File: src/rtl/mod_seq_counter.sv
module mod_seq_counter #(
  parameter int W = 4,
  parameter logic [W-1:0] BASE_A = 4'd0,
  parameter logic [W-1:0] LAST_A = 4'd6,
  parameter logic [W-1:0] BASE_B = 4'd9,
  parameter logic [W-1:0] LAST_B = 4'd14
) (
  input  logic         clk,
  input  logic         rst,
  input  logic         mode_nine,
  input  logic         cnt_en,
  input  logic         ld,
  input  logic [W-1:0] ld_val,
  output logic [W-1:0] count,
  output logic         term,
  output logic         carry
);

  logic [W-1:0] q;
  logic [W-1:0] base;
  logic [W-1:0] last;
  logic         hit;

  assign base = mode_nine ? BASE_B : BASE_A;
  assign last = mode_nine ? LAST_B : LAST_A;

  // partial decode: only the bits set in the last value are tested
  assign hit = &(q | ~last);

  always_ff @(posedge clk) begin
    if (rst)
      q <= base;
    else if (ld)
      q <= ld_val;
    else if (cnt_en)
      q <= hit ? base : q + 1'b1;
  end

  assign count = q;
  assign term  = (q == last);
  assign carry = (&q) & cnt_en;

  a_r1_reset_start: assert property (@(posedge clk)
    rst |=> (count == ($past(mode_nine) ? BASE_B : BASE_A)));

  a_r2_m7_reload: assert property (@(posedge clk) disable iff (rst)
    (!mode_nine && cnt_en && !ld && count == LAST_A) |=> count == BASE_A);

  a_r3_m7_step: assert property (@(posedge clk) disable iff (rst)
    (!mode_nine && cnt_en && !ld && count < LAST_A) |=> count == $past(count) + 1'b1);

  a_r4_m6_reload: assert property (@(posedge clk) disable iff (rst)
    (mode_nine && cnt_en && !ld && count == LAST_B) |=> count == BASE_B);

  a_r5_hold: assert property (@(posedge clk) disable iff (rst)
    (!cnt_en && !ld) |=> $stable(count));

  a_r6_load_wins: assert property (@(posedge clk) disable iff (rst)
    ld |=> count == $past(ld_val));

  a_r7_term_reload: assert property (@(posedge clk) disable iff (rst)
    (term && cnt_en && !ld) |=> count == ($past(mode_nine) ? BASE_B : BASE_A));

  a_r8_carry_exit: assert property (@(posedge clk) disable iff (rst)
    (carry && !ld) |=> count == ($past(mode_nine) ? BASE_B : BASE_A));

  a_r9_m7_seven: assert property (@(posedge clk) disable iff (rst)
    (!mode_nine && cnt_en && !ld && count == 4'd7) |=> count == BASE_A);

endmodule

File: config.mk
export PLATFORM = sky130hd
export DESIGN_NAME = mod_seq_counter
export DESIGN_NICKNAME = d
export VERILOG_FILES = /design/src/rtl/mod_seq_counter.sv
export SDC_FILE = /design/constraint.sdc
export NUM_CORES = 1
export LEC_CHECK = 0
export BUFFER_PORTS_ARGS = -buffer_cell sky130_fd_sc_hd__clkbuf_2
export CAP_MARGIN = 5
export CORE_AREA = 2 2 39 41
export CTS_CLUSTER_DIAMETER = 100
export DETAILED_ROUTE_END_ITERATION = 6
export DIE_AREA = 0 0 41 43
export SLEW_MARGIN = 20
export SYNTH_ARGS = -nofsm -noshare
export SYNTH_HDL_FRONTEND = slang
export SYNTH_SLANG_ARGS = --single-unit
export TNS_END_PERCENT = 1
File: constraint.sdc
create_clock -name clk -period 1.33 [get_ports clk]
set_input_delay 0.0665 -clock clk [delete_from_list [all_inputs] [get_ports clk]]
set_output_delay 0.0665 -clock clk [all_outputs]
set_load 0.01 [all_outputs]
; Word-level counts from Yosys, hierarchy flattened
; Cells that the tools add are included.
[classes]
n_bitwise = 3
eq_ne = 1
n_mux = 6
reduce_logical = 3
n_addsub = 1
[ops]
columns = cell, count
row1 = $mux W4, 6
row2 = $reduce_and A4 Y1, 2
row3 = $add A4 B1 Y4 const B, 1
row4 = $eq A4 B4 Y1, 1
row5 = $not A4 Y4, 1
row6 = $or A4 B4 Y4, 1
row7 = $reduce_bool A3 Y1, 1
row8 = $and A1 B1 Y1, 1
[totals]
regBits = 4
input_bits = 9

; Logic depth before layout (Yosys ltp)
; Gate-level depths: netlist of the first run.
[logic_depth]
depth_word = 8
depth_mapped = 5
depth_no_buf = 5

; Least setup slack after synthesis of the first run
; OpenSTA, ideal clock, no wires.
[synth_path]
path_kind = register to register
startpoint = reg q[3], in the netlist count[3]
endpoint = reg q[0], in the netlist count[0], data pin
arrival_ps = 1076
path_slack_ps = -10
n_path_buf = 0
path_stages_with_launch = 6
setup_ps = 264
required_time_ps = 1066
period_less_slack_ps = 1340
path_cell_list = edfxtp_1 > inv_1 > ha_1 > nand3b_1 > mux2i_1 > o21ai_0
[synth_between]
elab_chain_len = 6
[synth_lines]
columns = item, line
row1 = from (decl), 19  ; logic [W-1:0] q;
row2 = from (signal assigned), 32  ; q <= base;
row3 = from (signal assigned), 34  ; q <= ld_val;
row4 = from (signal assigned), 36  ; q <= hit ? base : q + 1'b1;
row5 = $or A4 B4 Y4, 28  ; assign hit = &(q | ~last);
row6 = $reduce_and A4 Y1, 28
row7 = $mux W4, 36
row8 = $mux W4, 35  ; else if (cnt_en)
row9 = $mux W4, 33  ; else if (ld)
row10 = $mux W4, 31  ; if (rst)
; Every way passes these cells. The select of a mux whose other input is x is not followed.
; A chain may end at the register's enable or synchronous reset.

; Worst setup path in the final report of the first run
; Same ends and word-level chain as after synthesis.

==> flow_metrics.py, run 1 <==
metrics = {
    "yosys": {
        "ys_seq_area_frac": 0.362,
        "synth_top_area_frac": 0.362,
        "synthDistinctLibCells": 20,
        "synthCells": 35,
        "synth_fp_nets": 47,
        "ys_warn_count": 0,
        "synth_area_leaders": "edfxtp_1 36%, ha_1 11%, a22oi_1 4.5%",
        "synth-edff-count": 4,
        "synth.largest_area_cell": "edfxtp_1",
        "ys_ff_latch": 4,
        "syn_area_sq_um": 332,
        "synth_top_flop_cell": "edfxtp_1",
        "async_flop_share": 0,
        "synth_area_per_cell_sq_um": 9.47,
    },
    "clock_network": {
        "cts_buffer_depth": 2,
        "cts-root-buf": "clkbuf_4",
        "clk_pin_slew_ns": 0.04,
        "h-tree-depth": 1,
        "cts_hold_buf": 0,
        "cts_tree": "done",
        "cts_sinks": 4,
        "insertion_delay_ns": 0.24,
        "numCtsBuffers": 3,
    },
    "power": {
        "p_per_area_nw_per_um2": 941,
        "power.leakage_nw": 0.243,
        "ir_drop_mv": 0.544,
    },
    "layout": {
        "area_growth_pct": 46.8,
        "drive_above_1_share": 0.429,
        "n_antenna_cell": 0,
        "final_nets": 70,
        "largest_reg_flops": 4,
        "fin_util": 0.352,
    },
    "grt": {
        "grt.total_usage": 0.125,
        "grt_use_met1": 0.160,
        "grt.busiest_layer": "met2",
        "grt_max_degree": 10,
        "overflow": 0,
        "grt_pass1_vias": 342,
        "antenna_found_initial": 0,
        "grt_use_met2": 0.175,
        "use_met3": 0.0366,
        "grt_first_pass_wirelength_um": 1460,
    },
    "worst_setup_path": {
        "crit_path_end_kind": "register",
        "setup.worst_path.start_class": "register",
        "crit_fanout": 4,
        "slowest_delay_ns": 0.40,
        "reg2reg_from": "count[3]",
        "required_ns": 1.30,
        "worstSetupStartpoint": "count[3]",
        "path_class": "register to register",
        "cp.arrival_ns": 1.31,
        "crit_chain": "inv_2 -> ha_4 -> nand3b_1 -> mux2i_1 -> o21ai_1",
        "slowest_stage": "edfxtp_1",
    },
    "sta": {
        "min_period_ns": 1.34,
        "whs_ns": 0.134,
        "fin_worst_skew_ns": 0.00514,
        "hold_viol": 0,
        "worst_pin_slew_ns": 0.261,
        "finalSetupViolCount": 1,
        "relSlewSlack": 0.826,
        "fin_crit_sh": 1.00,
        "rsz0062_at_grt": "true",
        "slew_viol_final": 0,
        "fmax_mhz": 749,
        "fin_ws_ns": -0.00516,
    },
    "floorplan": {
        "std_cell_rows": 14,
        "die_w_um": 41,
        "start_util": 0.240,
        "die_h_um": 43,
        "die-area_sq_um": 1760,
        "top_level_ports": 15,
        "core_sq_um": 1380,
    },
    "run": {
        "drv_cap": 0,
    },
    "drt": {
        "vias": 354,
        "totalWireLength_um": 897,
        "initialDrtViolationCount": 4,
        "vias_per_cell": 4.92,
        "drc": 0,
        "wl_per_cell_um": 12.5,
        "drt_pass1_iterations": 3,
        "ant_nets": 0,
    },
    "place": {
        "hpwl_um": 683,
        "io_buffers": 14,
        "place.gp.congestion": 0.737,
    },
    "run_status": {
        "violations": "negative setup slack",
        "status": "finished, violations left",
    },
    "worst_hold_path": {
        "hp-start": "ld_val[3]",
        "hold_class": "input pin to register",
    },
}
layer usage:
metal	wire length, um	vias to the layer above	part of all wire
li1	-	177	-
met1	407	166	0.45
met2	431	11	0.48
met3	58	0	0.065
met4	0	0	0
met5	0	-	0
final cells by class:
type                            instances  area, sq um
Fill cell                             155          897
Multi-Input combinational cell         29          216
Sequential cell                         4          120
Timing Repair Buffer                   18          100
Clock buffer                            3         22.5
Tap cell                               16         20.0
Inverter                                2         7.51
report_power, final:
part / internal (mW) / switching (mW) / leakage, nW
combinational: 0.0663 / 0.0635 / 0.186
clock: 0.101 / 0.0525 / 0.0138
sequential: 0.157 / 0.0173 / 0.0439
total: 0.325 / 0.133 / 0.243
synthesized netlist by cell type, types with 2 or more instances:
master    n
edfxtp_1  4
nor2b_1   2
a22oi_1   2
inv_1     2
nand4_1   2
ha_1      3
nand2_1   3
nand3b_1  2
nor2_1    4
kinds of logic after synthesis:
family	synth area share
flops	0.362
simple gates	0.332
xor+xnor	0.0264
buf+inv	0.0226
compound gates	0.113
fa+ha+maj	0.113
mux	0.0302
critical path, delay by kind of cell (launching register included):
kind,cells,cell delay (ns)
muxes,1,0.20
and+or+nand+nor,1,0.17
DFF,1,0.40
buffers and inverters,1,0.08
adders and majority gates,1,0.13
AOI/OAI and AO/OA,1,0.08
through the flow:
stage | instances | setup slack (ns) | TNS, ns | power, mW | area (sq um)
after floorplan | 35 | -0.0104 | -0.0104 | 0.231 | 332
after global placement | 68 | -0.0157 | -0.0157 | 0.291 | 444
after detailed placement | 68 | -0.0353 | -0.0353 | 0.295 | 444
after CTS | 71 | -0.0345 | -0.0345 | 0.458 | 469
after global routing | 72 | -0.106 | -0.225 | 0.493 | 487
final | 72 | -0.00516 | -0.00516 | 0.458 | 487
layout by cell type, fill, tap and decap left out:
cell	count
buf_4	4
mux2i_1	1
nand4_1	2
nor2_1	4
edfxtp_1	4
and3b_1	1
nand2_1	3
or3_2	1
inv_1	1
nor2b_1	2
o21ai_1	2
ha_1	2
ha_4	1
a21oi_1	1
o211ai_1	1
a22oi_1	2
clkbuf_4	3
inv_2	1
clkbuf_2	14
and3_1	1
nand3b_1	2
and4_1	1
and4bb_1	1
xor2_1	1
path summary, 6_finish.rpt:
kind / to / slack (ns) / cells past startpoint
worst min register to register: count[3] / 0.82 / 2
worst max-delay path: count[0] / -0.005 / 5
worst min-delay path: count[3] / 0.13 / 3
worst max register to register: count[0] / -0.005 / 5
what timing repair did:
item	in CTS	in global routing
resized for setup	2	2
endpoints found under the setup margin	2	6
buffers inserted	0	1
(Power assumes the default switching activity.)
==> run 2: changes to the inputs <==
- CTS_BUF_LIST: not set -> sky130_fd_sc_hd__clkbuf_8
- RECOVER_POWER: not set -> 50
==> flow_metrics.py, run 2 (synthesis gave the netlist of run 1 again) <==
metrics = {
    "run_status": {
        "status": "finished, violations left",
        "violations": "negative setup slack",
    },
    "drt": {
        "initialDrtViolationCount": 6,
        "ant_nets": 0,
        "totalWireLength_um": 902,
        "drc": 0,
        "vias_per_cell": 5.03,
        "vias": 362,
        "wl_per_cell_um": 12.5,
        "drt_pass1_iterations": 3,
    },
    "run": {
        "drv_cap": 0,
    },
    "clock_network": {
        "cts-root-buf": "clkbuf_8",
        "clk_pin_slew_ns": 0.03,
        "numCtsBuffers": 3,
        "cts_tree": "done",
        "cts_hold_buf": 0,
        "cts_buffer_depth": 2,
        "insertion_delay_ns": 0.22,
        "h-tree-depth": 1,
        "cts_sinks": 4,
    },
    "sta": {
        "finalSetupViolCount": 1,
        "worst_pin_slew_ns": 0.258,
        "slew_viol_final": 0,
        "relSlewSlack": 0.828,
        "fin_ws_ns": -0.000312,
        "fin_worst_skew_ns": 0.00373,
        "min_period_ns": 1.33,
        "rsz0062_at_grt": "true",
        "fin_crit_sh": 1.00,
        "fmax_mhz": 752,
        "setup-tns-final_ns": -0.000312,
        "hold_viol": 0,
    },
    "worst_setup_path": {
        "r2r_end": "count[0]",
        "r2r_setup_slack_ns": -0.0003,
        "cp.arrival_ns": 1.28,
        "crit_path_end_kind": "register",
        "crit_fanout": 4,
        "path_class": "register to register",
        "required_ns": 1.28,
        "setup.worst_path.start_class": "register",
        "reg2reg_from": "count[3]",
        "reg2regPathDepth": 5,
    },
    "power": {
        "ir_drop_mv": 0.735,
        "p_per_area_nw_per_um2": 1110,
        "power.leakage_nw": 0.248,
        "power_mw": 0.561,
    },
    "layout": {
        "n_antenna_cell": 0,
        "drive_above_1_share": 0.411,
        "final_nets": 70,
        "mostFrequentLayoutCells": "13 x clkbuf_2, 4 x nor2_1, 4 x edfxtp_1, 4 x buf_4",
        "final_common_cell": "clkbuf_2",
        "fin_cells": 72,
        "area_growth_pct": 52.1,
        "largest_reg_flops": 4,
    },
    "grt": {
        "grt_first_pass_wirelength_um": 1440,
        "overflow": 0,
        "antenna_found_initial": 0,
        "grt_max_degree": 10,
        "grt_pass1_vias": 327,
        "grt.total_usage": 0.128,
    },
    "place": {
        "hpwl_um": 683,
        "io_buffers": 14,
        "preCtsSetupSlack_ns": -0.0353,
        "dp_cells": 68,
        "place.gp.congestion": 0.737,
    },
    "floorplan": {
        "die-area_sq_um": 1760,
        "std_cell_rows": 14,
        "start_util": 0.240,
        "core_sq_um": 1380,
        "top_level_ports": 15,
        "die_h_um": 43,
        "die_w_um": 41,
    },
    "worst_hold_path": {
        "hold_end": "count[3]",
        "hp-start": "ld_val[3]",
        "hold_class": "input pin to register",
        "whs_path_depth": 3,
    },
}
## run 2: cell counts in the layout (fill, tap and decap cells not counted)
No cell type changed its count.
## run 2: stage by stage
stage	hold slack [ns]	cell area [sq um]	utilization
floorplan	0.252	332	-
global placement	0.372	444	0.321
detailed placement	0.380	444	0.321
CTS	0.157	488	0.353
global route	0.160	504	0.364
finish	0.154	504	0.364
## run 2: metal layers
layer	track usage	part of all wire	up-vias
met2	0.163	0.45	13
met1	0.163	0.45	169
met4	0.100	0.030	0
met5	0	0	-
met3	0.0524	0.070	4
li1	-	-	176
## run 2: worst max-delay path, cell delays in order (launching register included)
cell and delay (ns):
edfxtp_1 0.39, inv_2 0.08, ha_4 0.13, nand3b_1 0.17
mux2i_1 0.20, o21ai_1 0.08
## run 2: layout make-up
cell class                 count  area (sq um)
fill                         153           880
multi-input combinational     29           216
sequential                     4           120
timing repair buffer          18          98.8
clock buffer                   3          41.3
tap                           16          20.0
inverter                       2          7.51
## run 2: how the worst max path moves through the flow
| stage | start | cells after the start | slack [ns] | to |
|---|---|---|---|---|
| 2_1_floorplan | count[3] | 5 | -0.01 | count[0] |
| 3_3_place_gp | count[3] | 5 | -0.02 | count[0] |
| 3_5_place_dp | count[3] | 5 | -0.04 | count[0] |
| 4_1_cts | count[3] | 5 | -0.03 | count[0] |
| 5_1_grt | count[3] | 5 | -0.09 | count[0] |
| 6_report | count[3] | 5 | -0.0003 | count[0] |
## run 2: timing repair
action,in CTS,in global routing
buffers inserted,0,1
endpoints found under the setup margin,1,5
pin swaps,0,0
hold endpoints to repair,0,0
resized for setup,2,2
## run 2: report_power, final
group	switching (mW)	total, mW	internal (mW)
clock network	0.0648	0.258	0.193
registers	0.0172	0.175	0.158
logic	0.0632	0.129	0.0654
total	0.145	0.561	0.416
